### src/rtl/sut_pkg.sv
package sut_pkg;
  typedef enum logic [1:0] {
    SQ_IDLE,
    SQ_LOAD,
    SQ_WAIT,
    SQ_GAP
  } seq_state_t;
endpackage

### src/rtl/sut_baud_gen.sv
module sut_baud_gen #(
  parameter int DIV = 868
) (
  input  logic clk,
  input  logic rst,
  input  logic run,
  output logic tick
);
  localparam int CW = (DIV > 1) ? $clog2(DIV) : 1;

  logic [CW-1:0] cnt;

  always_ff @(posedge clk) begin
    if (rst || !run) cnt <= '0;
    else if (cnt == CW'(DIV - 1)) cnt <= '0;
    else cnt <= cnt + 1'b1;
  end

  assign tick = run && (cnt == CW'(DIV - 1));

  assert_cnt_restart_R2: assert property (@(posedge clk) disable iff (rst)
    !run |=> (cnt == '0));
  assert_cnt_bound_R2: assert property (@(posedge clk) disable iff (rst)
    cnt <= CW'(DIV - 1));
endmodule

### src/rtl/sut_frame_tx.sv
module sut_frame_tx #(
  parameter int DATA_BITS = 8,
  parameter int STOP_BITS = 2
) (
  input  logic                 clk,
  input  logic                 rst,
  input  logic                 tick,
  input  logic                 load,
  input  logic [DATA_BITS-1:0] data,
  output logic                 tx,
  output logic                 busy,
  output logic                 fdone
);
  localparam int FRAME_BITS = DATA_BITS + STOP_BITS + 2;
  localparam int SH_W       = FRAME_BITS - 1;
  localparam int CNT_W      = $clog2(FRAME_BITS);

  logic [SH_W-1:0]  shreg;
  logic [CNT_W-1:0] bitcnt;

  always_ff @(posedge clk) begin
    if (rst) begin
      shreg  <= '1;
      bitcnt <= '0;
      tx     <= 1'b1;
      busy   <= 1'b0;
      fdone  <= 1'b0;
    end else begin
      fdone <= 1'b0;
      if (load && !busy) begin
        shreg  <= {{STOP_BITS{1'b1}}, ^data, data};
        bitcnt <= '0;
        tx     <= 1'b0;
        busy   <= 1'b1;
      end else if (busy && tick) begin
        if (bitcnt == CNT_W'(FRAME_BITS - 1)) begin
          busy  <= 1'b0;
          fdone <= 1'b1;
          tx    <= 1'b1;
        end else begin
          tx     <= shreg[0];
          shreg  <= {1'b1, shreg[SH_W-1:1]};
          bitcnt <= bitcnt + 1'b1;
        end
      end
    end
  end

  assert_idle_line_high_R1: assert property (@(posedge clk) disable iff (rst)
    !busy |-> tx);
  assert_load_only_idle_R8: assert property (@(posedge clk) disable iff (rst)
    load |-> !busy);
  assert_bitcnt_range_R2: assert property (@(posedge clk) disable iff (rst)
    busy |-> (bitcnt < CNT_W'(FRAME_BITS)));
endmodule

### src/rtl/sut_sequencer.sv
module sut_sequencer
  import sut_pkg::*;
#(
  parameter int                   DATA_BITS     = 8,
  parameter int                   CMD_COUNT     = 8,
  parameter int                   UNLOCK_REPEAT = 10,
  parameter logic [DATA_BITS-1:0] UNLOCK_WORD   = 8'hD4,
  parameter int                   GAP_CYC       = 100000
) (
  input  logic                           clk,
  input  logic                           rst,
  input  logic                           start,
  input  logic [CMD_COUNT*DATA_BITS-1:0] cmd_flat,
  input  logic                           frame_busy,
  input  logic                           frame_done,
  output logic                           load,
  output logic [DATA_BITS-1:0]           load_data,
  output logic                           busy,
  output logic                           done
);
  localparam int REP_W = (UNLOCK_REPEAT > 1) ? $clog2(UNLOCK_REPEAT) : 1;
  localparam int IDX_W = (CMD_COUNT > 1) ? $clog2(CMD_COUNT) : 1;
  localparam int GAP_W = $clog2(GAP_CYC + 1);

  seq_state_t           state;
  logic                 phase_cmd;
  logic [REP_W-1:0]     rep;
  logic [IDX_W-1:0]     idx;
  logic [GAP_W-1:0]     timer;
  logic [DATA_BITS-1:0] cmd_mem [CMD_COUNT];

  wire accept = (state == SQ_IDLE) && start;

  for (genvar i = 0; i < CMD_COUNT; i++) begin : g_snap
    always_ff @(posedge clk) begin
      if (accept) cmd_mem[i] <= cmd_flat[i*DATA_BITS +: DATA_BITS];
    end
  end

  always_ff @(posedge clk) begin
    if (rst) begin
      state     <= SQ_IDLE;
      phase_cmd <= 1'b0;
      rep       <= '0;
      idx       <= '0;
      timer     <= '0;
      load      <= 1'b0;
      load_data <= '0;
      busy      <= 1'b0;
      done      <= 1'b0;
    end else begin
      load <= 1'b0;
      done <= 1'b0;
      unique case (state)
        SQ_IDLE: begin
          if (start) begin
            busy      <= 1'b1;
            phase_cmd <= 1'b0;
            rep       <= '0;
            idx       <= '0;
            state     <= SQ_LOAD;
          end
        end
        SQ_LOAD: begin
          load      <= 1'b1;
          load_data <= phase_cmd ? cmd_mem[idx] : UNLOCK_WORD;
          state     <= SQ_WAIT;
        end
        SQ_WAIT: begin
          if (frame_done) begin
            if (!phase_cmd) begin
              timer <= GAP_W'(GAP_CYC - 1);
              state <= SQ_GAP;
            end else if (idx == IDX_W'(CMD_COUNT - 1)) begin
              busy  <= 1'b0;
              done  <= 1'b1;
              state <= SQ_IDLE;
            end else begin
              idx   <= idx + 1'b1;
              state <= SQ_LOAD;
            end
          end
        end
        SQ_GAP: begin
          if (timer == '0) begin
            state <= SQ_LOAD;
            if (rep == REP_W'(UNLOCK_REPEAT - 1)) phase_cmd <= 1'b1;
            else rep <= rep + 1'b1;
          end else begin
            timer <= timer - 1'b1;
          end
        end
        default: state <= SQ_IDLE;
      endcase
    end
  end

  assert_done_single_R7: assert property (@(posedge clk) disable iff (rst)
    done |=> !done);
  assert_done_ends_busy_R7: assert property (@(posedge clk) disable iff (rst)
    done |-> (!busy && $past(busy)));
  assert_gap_line_idle_R4: assert property (@(posedge clk) disable iff (rst)
    (state == SQ_GAP) |-> !frame_busy);
  assert_rep_bound_R3: assert property (@(posedge clk) disable iff (rst)
    rep <= REP_W'(UNLOCK_REPEAT - 1));
  assert_start_ignored_R8: assert property (@(posedge clk) disable iff (rst)
    (start && busy && !done) |=> busy);
endmodule

### src/rtl/sensor_unlock_tx.sv
module sensor_unlock_tx #(
  parameter int                   CLK_HZ        = 100_000_000,
  parameter int                   BAUD          = 115_200,
  parameter int                   GAP_US        = 1000,
  parameter int                   DATA_BITS     = 8,
  parameter int                   STOP_BITS     = 2,
  parameter int                   CMD_COUNT     = 8,
  parameter int                   UNLOCK_REPEAT = 10,
  parameter logic [DATA_BITS-1:0] UNLOCK_WORD   = 8'hD4
) (
  input  logic                           clk,
  input  logic                           rst,
  input  logic                           start,
  input  logic [CMD_COUNT*DATA_BITS-1:0] cmd_bytes,
  output logic                           tx,
  output logic                           busy,
  output logic                           done
);
  localparam int    DIV     = CLK_HZ / BAUD;
  localparam longint GAP_L  = (longint'(CLK_HZ) * longint'(GAP_US)) / 64'd1_000_000;
  localparam int    GAP_CYC = (GAP_L < 1) ? 1 : int'(GAP_L);

  logic                 tick;
  logic                 f_busy;
  logic                 f_done;
  logic                 f_load;
  logic [DATA_BITS-1:0] f_data;

  sut_baud_gen #(.DIV(DIV)) u_baud (
    .clk  (clk),
    .rst  (rst),
    .run  (f_busy),
    .tick (tick)
  );

  sut_frame_tx #(.DATA_BITS(DATA_BITS), .STOP_BITS(STOP_BITS)) u_frame (
    .clk   (clk),
    .rst   (rst),
    .tick  (tick),
    .load  (f_load),
    .data  (f_data),
    .tx    (tx),
    .busy  (f_busy),
    .fdone (f_done)
  );

  sut_sequencer #(
    .DATA_BITS    (DATA_BITS),
    .CMD_COUNT    (CMD_COUNT),
    .UNLOCK_REPEAT(UNLOCK_REPEAT),
    .UNLOCK_WORD  (UNLOCK_WORD),
    .GAP_CYC      (GAP_CYC)
  ) u_seq (
    .clk       (clk),
    .rst       (rst),
    .start     (start),
    .cmd_flat  (cmd_bytes),
    .frame_busy(f_busy),
    .frame_done(f_done),
    .load      (f_load),
    .load_data (f_data),
    .busy      (busy),
    .done      (done)
  );
endmodule

### config.mk
export PLATFORM = sky130hd
export DESIGN_NAME = sensor_unlock_tx
export DESIGN_NICKNAME = d
export VERILOG_FILES = /design/src/rtl/sut_pkg.sv /design/src/rtl/sut_baud_gen.sv /design/src/rtl/sut_frame_tx.sv /design/src/rtl/sut_sequencer.sv /design/src/rtl/sensor_unlock_tx.sv
export SDC_FILE = /design/constraint.sdc
export NUM_CORES = 1
export LEC_CHECK = 0
export BUFFER_PORTS_ARGS = -buffer_cell sky130_fd_sc_hd__buf_4
export CAP_MARGIN = 5
export CORE_MARGIN = 2
export CORE_UTILIZATION = 56
export DETAILED_ROUTE_END_ITERATION = 8
export HOLD_SLACK_MARGIN = 0.15
export PLACE_DENSITY_LB_ADDON = 0.3
export RECOVER_POWER = 100
export SYNTH_ARGS = -nofsm -noshare
export SYNTH_HDL_FRONTEND = slang
export SYNTH_SLANG_ARGS = --single-unit
### constraint.sdc
create_clock -name clk -period 5.85 [get_ports clk]
set_clock_uncertainty 0.15 [all_clocks]
set_input_delay 1.755 -clock clk [delete_from_list [all_inputs] [get_ports clk]]
set_output_delay 1.755 -clock clk [all_outputs]
set_load 0.02 [all_outputs]
==> results of run 1 <==
==> path summary, 6_finish.rpt <==
kind	endpoint	cells past startpoint
setup / recovery	u_seq.cmd_mem[0][7]	3
hold / removal	u_baud.cnt[0]	1
setup reg to reg	u_seq.cmd_mem[0][7]	4
hold reg to reg	u_baud.cnt[0]	1
==> per-stage QoR <==
stage	instance area, µm²	hold WS [ns]
global route	6670	0.335
CTS	6700	0.312
floorplan	5520	0.276
finish	6670	0.308
global placement	6120	0.290
detailed placement	6120	0.295
==> Yosys cell counts (2+ instances only) <==
cell type  count
mux4_2        16
ha_1          11
nand3b_1       4
or4_1          4
xor2_1        14
a211o_1        2
a21oi_1       32
xnor2_1       18
mux2_2         5
buf_2          2
o21ai_0       10
nand2_1       17
nor2b_1        4
nor4_1         2
nand4_1        2
nor2_1        39
nand2b_1      13
or3_1          3
clkbuf_1      18
a31oi_1        3
edfxtp_1      64
o2111ai_1      4
and3_1         3
mux2i_1       12
o211ai_1       7
nand3_1       14
dfxtp_1       67
inv_1         16
a311oi_1       6
nor3_1        21
==> kinds of logic (layout without fill, tap and decap cells) <==
kind of cell | Yosys count | count (layout) | share of synthesized area (%)
AO/OA/AOI/OAI | 73 | 73 | 8.48
multiplexers | 33 | 33 | 9.72
XOR/XNOR | 32 | 32 | 5.08
AND/OR/NAND/NOR | 133 | 133 | 12.4
adder cells (fa/ha/maj) | 11 | 11 | 2.49
flip-flops | 131 | 131 | 59.1
buffers and inverters | 39 | 119 | 2.77
==> report_power, final <==
part	total (mW)	switching [mW]	leakage [nW]	internal, mW
combinational	0.256	0.142	0.916	0.115
clock	0.998	0.390	0.271	0.608
sequential	1.12	0.0426	1.15	1.08
==> area by class of cell <==
type                            count  area [µm²]  share of cell area [%]
Tap cell                          133         166                    2.49
Timing Repair Buffer               70         503                    7.54
Inverter                           17        63.8                   0.956
Multi-Input combinational cell    282        2100                    31.5
Clock buffer                       17         414                    6.21
Clock inverter                     15         156                    2.34
Sequential cell                   131        3260                    48.9
==> registers in the layout (all words and copies together), names as in the netlist, named ones only <==
name	cells
u_seq.phase_cmd	1
u_seq.cmd_mem	64
u_seq.done	1
u_seq.rep	4
u_seq.state	2
u_seq.load	1
u_seq.timer	17
u_seq.idx	3
u_frame.tx	1
u_frame.fdone	1
u_frame.busy	1
u_frame.shreg	9
u_frame.bitcnt	4
u_seq.load_data	8
u_seq.busy	1
u_baud.cnt	10
==> per-layer routing <==
metal | routed length (µm) | vias up | GRT usage [%]
met5 | 0 | - | 0
met4 | 170 | 0 | 7.69
met3 | 463 | 19 | 5.51
met2 | 5050 | 121 | 33.8
met1 | 4360 | 1747 | 26.8
li1 | - | 1809 | -
==> results.py, run 1 <==
metrics = {
    "run_status": {
        "run_status": "finished with violations",
        "violations": "capacitance limit, slew limit",
    },
    "sta": {
        "post-route-period-util_pct": 69.0,
        "fin_crit_ns": 4.04,
        "fin_ws_ns": 1.81,
        "rsz0062_at_grt": "false",
        "final.setup.tns_ns": 0,
        "slew_violations": 85,
        "slew_headroom_pct": -39.9,
        "setup_violations": 0,
        "fmax_mhz": 248,
        "tightest_slew_ns": 2.10,
        "hold_viol": 0,
    },
    "logic_synthesis": {
        "ys_seq_area_share_pct": 59.1,
        "synth_area_mm2": 0.00552,
        "synth_top_area_cell": "edfxtp_1",
        "postSynthAreaPerCell_um2": 12.2,
        "yosys_warnings": 0,
        "postSynthCellCount": 452,
        "synth-seq-cells": 131,
        "postSynth.asyncResetShare_pct": 0,
        "synth_ff_type": "dfxtp_1",
        "synth_top_area_share_pct": 34.8,
        "synth_fp_nets": 530,
        "synth-edff-count": 64,
        "synthTopCellsByArea": "edfxtp_1 35%, dfxtp_1 24%, mux4_2 6.5%, a21oi_1 2.9%, xnor2_1 2.9%",
        "synthDistinctLibCells": 49,
    },
    "layout": {
        "finalNonFillerCells": 665,
        "n_antenna_cell": 0,
        "areaGrowthSynthToFinish_pct": 20.9,
        "drive_gt1_share_pct": 22.4,
        "final_nets": 597,
        "fill_cells": 662,
        "fin_util_pct": 68.9,
        "mostFrequentLayoutCells": "67 x dfxtp_1, 64 x edfxtp_1, 63 x clkbuf_4",
        "final_common_cell": "dfxtp_1",
    },
    "worst_setup_path": {
        "startpoint_type": "primary input",
        "r2r-start": "u_seq.state[0]",
        "end_kind": "flip-flop",
        "critical_path_arrival_ns": 4.05,
        "cpLargestDelayFamily": "simple AND/OR/NAND/NOR gates",
        "startpoint": "start",
        "max_stage_delay_ns": 1.56,
        "crit_path_top_delay_cell": "and2_0",
        "worstSetupPathType": "primary input to flip-flop",
        "worst-r2r-setup-slack_ns": 2.51,
        "cp_max_fo": 34,
        "path_buf_inv": 2,
        "path_cells": "clkbuf_1 > and2_0 > buf_4",
        "required_ns": 5.86,
    },
    "floorplan": {
        "fp-row-count": 36,
        "die_area_mm2": 0.0107,
        "pin_count": 70,
        "die_h_um": 103,
        "coreArea_mm2": 0.00968,
        "die_w_um": 103,
        "start_util_pct": 57.0,
    },
    "flow_run": {
        "maxCapViolations": 2,
    },
    "drt": {
        "via_per_inst": 5.56,
        "wirelength_um": 10000,
        "wire_per_inst_um": 15.1,
        "drc": 0,
        "first_pass_iters": 4,
        "postRouteAntennaNets": 0,
        "drt_iter0_drc": 150,
        "route.vias.total": 3696,
    },
    "global_route": {
        "grt_first_pass_wirelength_um": 16700,
        "first_global_vias": 3650,
        "grt_max_degree": 50,
        "antenna_found_initial": 0,
        "overflow": 0,
        "grt_util_all_layers_pct": 20.7,
    },
    "power_and_ir_drop": {
        "power_density_mw_per_mm2": 357,
        "finalPower_mw": 2.38,
        "vdd_drop_max_uv": 283,
        "leakagePower_nw": 2.34,
    },
    "hold_path": {
        "hold_path_startpoint": "u_baud.cnt[0]",
        "holdCritPathClass": "flip-flop to flip-flop",
    },
    "clock_tree": {
        "postCtsHoldBufs": 0,
        "cts.path.max_buffers": 2,
        "post_cts_buffers": 0,
        "cts_buffers": 17,
        "cts_tree": "built",
        "clock_sinks": 131,
        "clk_pin_slew_ns": 0.06,
        "cts-root-buf": "clkbuf_8",
        "clk_latency_ns": 0.51,
        "postCtsResizedCells": 0,
        "ctsHtreeMaxLevel": 4,
    },
    "place": {
        "pre_cts_ws_ns": 2.33,
        "routabilityCongestion": 0.856,
        "io_buffer_count": 69,
        "dpl.hpwl_um": 6650,
        "post-place-cells": 633,
    },
}
Power figures use the tool's default switching activity.
==> run 2, diff against run 1 <==
==> constraint.sdc (replaced) <==
create_clock -name clk -period 4.05 [get_ports clk]
set_clock_uncertainty 0.15 [all_clocks]
set_input_delay 1.215 -clock clk [delete_from_list [all_inputs] [get_ports clk]]
set_output_delay 1.215 -clock clk [all_outputs]
set_load 0.02 [all_outputs]
==> run 2 against run 1 <==
Non-clock buffer count increased by 1. Global-route usage decreased by 0.19 points. The flow still finishes with violations (capacitance limit, slew limit). Via count decreased by 0.84%. Highest routed layer unchanged. Die area unchanged. Power increased by 42%. Utilization decreased by 0.14 points. Design area decreased by 0.21%. First-iteration DRC count increased by 14%. Worst setup slack got worse by 0.57 ns. Critical path depth increased by 2. Cell count increased by 0.15%.
==> results.py, run 2 (synthesis results as in run 1) <==
metrics = {
    "clock_tree": {
        "cts-root-buf": "clkbuf_8",
        "ctsHtreeMaxLevel": 4,
        "clk_pin_slew_ns": 0.06,
        "post_cts_buffers": 0,
        "postCtsHoldBufs": 0,
        "clk_latency_ns": 0.52,
        "cts_tree": "built",
        "cts.path.max_buffers": 2,
        "cts_buffers": 17,
        "clock_sinks": 131,
        "postCtsResizedCells": 0,
    },
    "layout": {
        "largest_reg_flops": 64,
        "final_common_cell": "dfxtp_1",
        "seqCellArea_mm2": 0.00326,
        "final_nets": 598,
        "multi_input_area_mm2": 0.00210,
        "fill_cells": 655,
        "n_antenna_cell": 0,
        "drive_gt1_share_pct": 22.9,
        "top_register": "u_seq.cmd_mem",
        "mostFrequentLayoutCells": "67 x dfxtp_1, 64 x clkbuf_4, 64 x edfxtp_1",
        "largestRegisters": "u_seq.cmd_mem x64, u_seq.timer x17, u_baud.cnt x10",
        "areaGrowthSynthToFinish_pct": 20.6,
        "finalNonFillerCells": 666,
    },
    "worst_setup_path": {
        "end_kind": "flip-flop",
        "required_ns": 4.34,
        "path_cells": "nor4_1 > nand4_1 > or3_1 > or4_1 > a31oi_1",
        "crit_path_top_delay_cell": "nand4_1",
        "worstSetupPathType": "flip-flop to flip-flop",
        "critical_path_arrival_ns": 3.10,
        "cpLargestDelayFamily": "simple AND/OR/NAND/NOR gates",
        "cp_max_fo": 14,
        "path_buf_inv": 0,
        "startpoint_type": "flip-flop",
        "max_stage_delay_ns": 0.62,
    },
    "power_and_ir_drop": {
        "p_sw_share_pct": 24.7,
        "p_int_mw": 2.55,
        "leakagePower_nw": 2.34,
        "power_density_mw_per_mm2": 508,
        "combinationalPowerShare_pct": 11.0,
        "vdd_drop_max_uv": 311,
        "switchingPower_mw": 0.837,
        "pwr-share-seq_pct": 47.9,
        "p_clk_share_pct": 41.2,
    },
    "floorplan": {
        "coreArea_mm2": 0.00968,
        "die_h_um": 103,
        "die_w_um": 103,
        "fp-row-count": 36,
        "die_area_mm2": 0.0107,
        "start_util_pct": 57.0,
        "pin_count": 70,
    },
    "global_route": {
        "first_global_vias": 3642,
        "grt_first_pass_wirelength_um": 16700,
        "grt_util_all_layers_pct": 20.5,
        "antenna_found_initial": 0,
        "overflow": 0,
        "grt_max_degree": 67,
    },
    "sta": {
        "tightest_slew_ns": 1.53,
        "slew_violations": 67,
        "rsz0062_at_grt": "false",
        "post-route-period-util_pct": 69.3,
        "hold_viol": 0,
        "fin_crit_ns": 2.80,
        "fmax_mhz": 357,
        "setup_violations": 0,
        "slew_headroom_pct": -2.32,
        "final.setup.tns_ns": 0,
    },
    "drt": {
        "route.vias.total": 3665,
        "postRouteAntennaNets": 0,
        "via_per_inst": 5.50,
        "drc": 0,
        "first_pass_iters": 4,
        "drt_iter0_drc": 171,
        "wirelength_um": 10100,
        "wire_per_inst_um": 15.1,
    },
    "place": {
        "io_buffer_count": 69,
        "dpl.hpwl_um": 6540,
        "routabilityCongestion": 0.875,
        "post-place-cells": 634,
    },
    "run_status": {
        "run_status": "finished with violations",
        "violations": "capacitance limit, slew limit",
    },
    "flow_run": {
        "maxCapViolations": 1,
    },
    "hold_path": {
        "holdCritPathClass": "flip-flop to flip-flop",
    },
}
-- run 2: worst paths after layout --
check | startpoint | to | slack (ns) | depth (start not counted)
max | u_seq.timer[5] | u_seq.rep[1] | 1.25 | 5
min reg2reg | u_baud.cnt[0] | u_baud.cnt[0] | 0.32 | 1
max reg2reg | u_seq.timer[5] | u_seq.rep[1] | 1.25 | 5
min | u_baud.cnt[0] | u_baud.cnt[0] | 0.32 | 1
-- run 2: layout make-up --
| cell class | instances | share of cell area [%] |
|---|---|---|
| flip-flops and latches | 131 | 49.0 |
| multi-input cells | 282 | 31.5 |
| repair buffers | 71 | 7.80 |
| clock buffers | 18 | 6.28 |
| well taps | 133 | 2.50 |
| clock inverters | 14 | 1.92 |
| inverters | 17 | 0.958 |
-- run 2: stage by stage --
stage	cell area [µm²]	power, mW	hold slack [ns]	utilization (%)	setup WS, ns
floorplan	5520	1.90	0.276	-	0.675
global placement	6130	2.00	0.290	63.3	1.44
detailed placement	6130	2.02	0.298	63.3	1.33
CTS	6680	3.42	0.317	69.0	1.27
global route	6660	3.52	0.330	68.7	1.01
finish	6660	3.38	0.317	68.7	1.25
-- run 2: power groups by stage --
stage	logic [mW]	registers [mW]	clock network, mW
final	0.371	1.62	1.39
after global routing	0.413	1.63	1.48
after CTS	0.384	1.62	1.41
after detailed placement	0.382	1.64	0
after global placement	0.369	1.63	0
after floorplan	0.266	1.63	0
-- run 2: routing by layer --
metal	global-route usage [%]	vias up	routed length (µm)
met5	0	-	0
met4	8.00	0	97
met3	6.18	9	488
met2	32.9	105	5090
met1	26.4	1751	4410
li1	-	1800	-
==> run 3, diff against run 2 <==
--- a/config.mk
+++ b/config.mk
@@ -8,7 +8,7 @@
 export BUFFER_PORTS_ARGS = -buffer_cell sky130_fd_sc_hd__buf_4
 export CAP_MARGIN = 5
 export CORE_MARGIN = 2
-export CORE_UTILIZATION = 56
+export CORE_UTILIZATION = 52
 export DETAILED_ROUTE_END_ITERATION = 8
 export HOLD_SLACK_MARGIN = 0.15
 export PLACE_DENSITY_LB_ADDON = 0.3
==> constraint.sdc (replaced) <==
create_clock -name clk -period 2.55 [get_ports clk]
set_clock_uncertainty 0.15 [all_clocks]
set_input_delay 0.765 -clock clk [delete_from_list [all_inputs] [get_ports clk]]
set_output_delay 0.765 -clock clk [all_outputs]
set_load 0.02 [all_outputs]
==> run 3 against run 2 <==
The run now ends clean. Hold slack worse by 0.035 ns. Utilization is 3.0 points lower. Via count is 2.4% higher. Combinational power is 60% higher. Highest routed layer unchanged. Worst setup slack worse by 1.1 ns. Largest cell class unchanged. Sequential share of layout area is 0.93 points lower. Sequential power is 58% higher. Largest power group unchanged.
==> results.py, run 3 (synthesis results as in run 1) <==
metrics = {
    "layout": {
        "n_antenna_cell": 0,
        "largestRegisters": "u_seq.cmd_mem x64, u_seq.timer x17, u_baud.cnt x10",
        "multi_input_area_mm2": 0.00210,
        "final_nets": 608,
        "areaGrowthSynthToFinish_pct": 22.9,
        "largest_reg_flops": 64,
        "mostFrequentLayoutCells": "67 x dfxtp_1, 64 x edfxtp_1, 63 x clkbuf_4",
        "drive_gt1_share_pct": 23.6,
        "fill_cells": 728,
        "seqCellArea_mm2": 0.00326,
        "top_register": "u_seq.cmd_mem",
        "final_common_cell": "dfxtp_1",
    },
    "floorplan": {
        "coreArea_mm2": 0.0103,
        "start_util_pct": 53.5,
        "pin_count": 70,
        "fp-row-count": 37,
        "die_area_mm2": 0.0115,
        "die_w_um": 107,
        "die_h_um": 107,
    },
    "worst_setup_path": {
        "end_kind": "flip-flop",
        "cp_max_fo": 5,
        "worstSetupPathType": "flip-flop to flip-flop",
        "cpLargestDelayFamily": "simple AND/OR/NAND/NOR gates",
        "max_stage_delay_ns": 0.49,
        "startpoint_type": "flip-flop",
        "path_buf_inv": 2,
        "critical_path_arrival_ns": 2.67,
        "path_cells": "inv_1 > ha_1 > inv_1 > or4_1 > or3_1 > or4_1 > a31oi_1",
        "crit_path_top_delay_cell": "or4_1",
        "required_ns": 2.85,
    },
    "power_and_ir_drop": {
        "p_sw_share_pct": 24.4,
        "pwr-share-seq_pct": 45.5,
        "p_clk_share_pct": 44.0,
        "leakagePower_nw": 2.42,
        "p_int_mw": 4.26,
        "power_density_mw_per_mm2": 830,
        "finalPower_mw": 5.63,
        "vdd_drop_max_uv": 868,
        "switchingPower_mw": 1.38,
        "combinationalPowerShare_pct": 10.5,
    },
    "clock_tree": {
        "cts_buffers": 17,
        "cts_tree": "built",
        "ctsHtreeMaxLevel": 4,
        "postCtsHoldBufs": 0,
        "clock_sinks": 131,
        "cts.path.max_buffers": 2,
        "post_cts_buffers": 0,
        "postCtsResizedCells": 0,
        "cts-root-buf": "clkbuf_8",
        "clk_latency_ns": 0.53,
        "clk_pin_slew_ns": 0.06,
    },
    "sta": {
        "post-route-period-util_pct": 93.0,
        "tightest_slew_ns": 0.716,
        "final.setup.tns_ns": 0,
        "slew_violations": 0,
        "hold_viol": 0,
        "fmax_mhz": 422,
        "slew_headroom_pct": 52.3,
        "setup_violations": 0,
        "fin_crit_ns": 2.37,
        "rsz0062_at_grt": "false",
        "fin_ws_ns": 0.178,
    },
    "global_route": {
        "grt_util_all_layers_pct": 20.3,
        "antenna_found_initial": 0,
        "grt_first_pass_wirelength_um": 17800,
        "grt_max_degree": 62,
        "first_global_vias": 3840,
        "overflow": 0,
    },
    "drt": {
        "wirelength_um": 10500,
        "route.vias.total": 3754,
        "via_per_inst": 5.53,
        "first_pass_iters": 4,
        "drt_iter0_drc": 217,
        "wire_per_inst_um": 15.5,
        "postRouteAntennaNets": 0,
        "drc": 0,
    },
    "place": {
        "io_buffer_count": 69,
        "routabilityCongestion": 0.852,
        "pre_cts_ws_ns": 0.201,
        "dpl.hpwl_um": 6920,
    },
    "hold_path": {
        "holdCritPathClass": "primary input to flip-flop",
    },
    "flow_run": {
        "maxCapViolations": 0,
    },
    "run_status": {
        "run_status": "finished, final reports clean",
    },
}
## run 3: cell count changes in the layout (fill, tap and decap cells not counted), moves of 2 or more
cell and delta:
buf_4 +7, bufinv_16 +2, clkbuf_1 +2, inv_8 +2
## run 3: per-layer routing
layer  share of wire (%)  GRT usage (%)
met4                 1.3           7.42
met3                 5.3           6.38
met2                  51           34.1
met1                  42           24.4
met5                   0              0
## run 3: worst paths after layout
check                                    start                   to  slack (ns)  depth (start not counted)
worst max-delay path            u_seq.timer[0]         u_seq.rep[1]        0.18                          7
worst min register to register   u_baud.cnt[0]        u_baud.cnt[0]        0.31                          1
worst min-delay path             cmd_bytes[60]  u_seq.cmd_mem[7][4]        0.28                          1
worst max register to register  u_seq.timer[0]         u_seq.rep[1]        0.18                          7
## run 3: final cells by class
type	instances	share of cell area, %
Timing Repair Buffer	81	8.55
Clock buffer	17	6.10
Sequential cell	131	48.1
Inverter	17	0.940
Clock inverter	15	2.86
Tap cell	136	2.51
Multi-Input combinational cell	282	31.0
## run 3: power groups by stage
| stage | Clock, mW | Sequential, mW | Combinational [mW] |
|---|---|---|---|
| final | 2.48 | 2.56 | 0.592 |
| after global routing | 2.62 | 2.59 | 0.661 |
| after CTS | 2.52 | 2.56 | 0.624 |
| after detailed placement | 0 | 2.60 | 0.618 |
| after global placement | 0 | 2.59 | 0.604 |
| after floorplan | 0 | 2.58 | 0.423 |
## run 3: metrics by stage
| stage | hold WS [ns] | cell area [µm²] | util [%] | instances |
|---|---|---|---|---|
| 2_1_floorplan | 0.276 | 5520 | - | 452 |
| 3_3_place_gp | 0.288 | 6220 | 60.3 | 647 |
| 3_5_place_dp | 0.303 | 6220 | 60.3 | 647 |
| 5_1_grt | 0.261 | 6790 | 65.7 | 679 |
| 4_1_cts | 0.242 | 6830 | 66.2 | 679 |
| 6_report | 0.283 | 6790 | 65.7 | 679 |
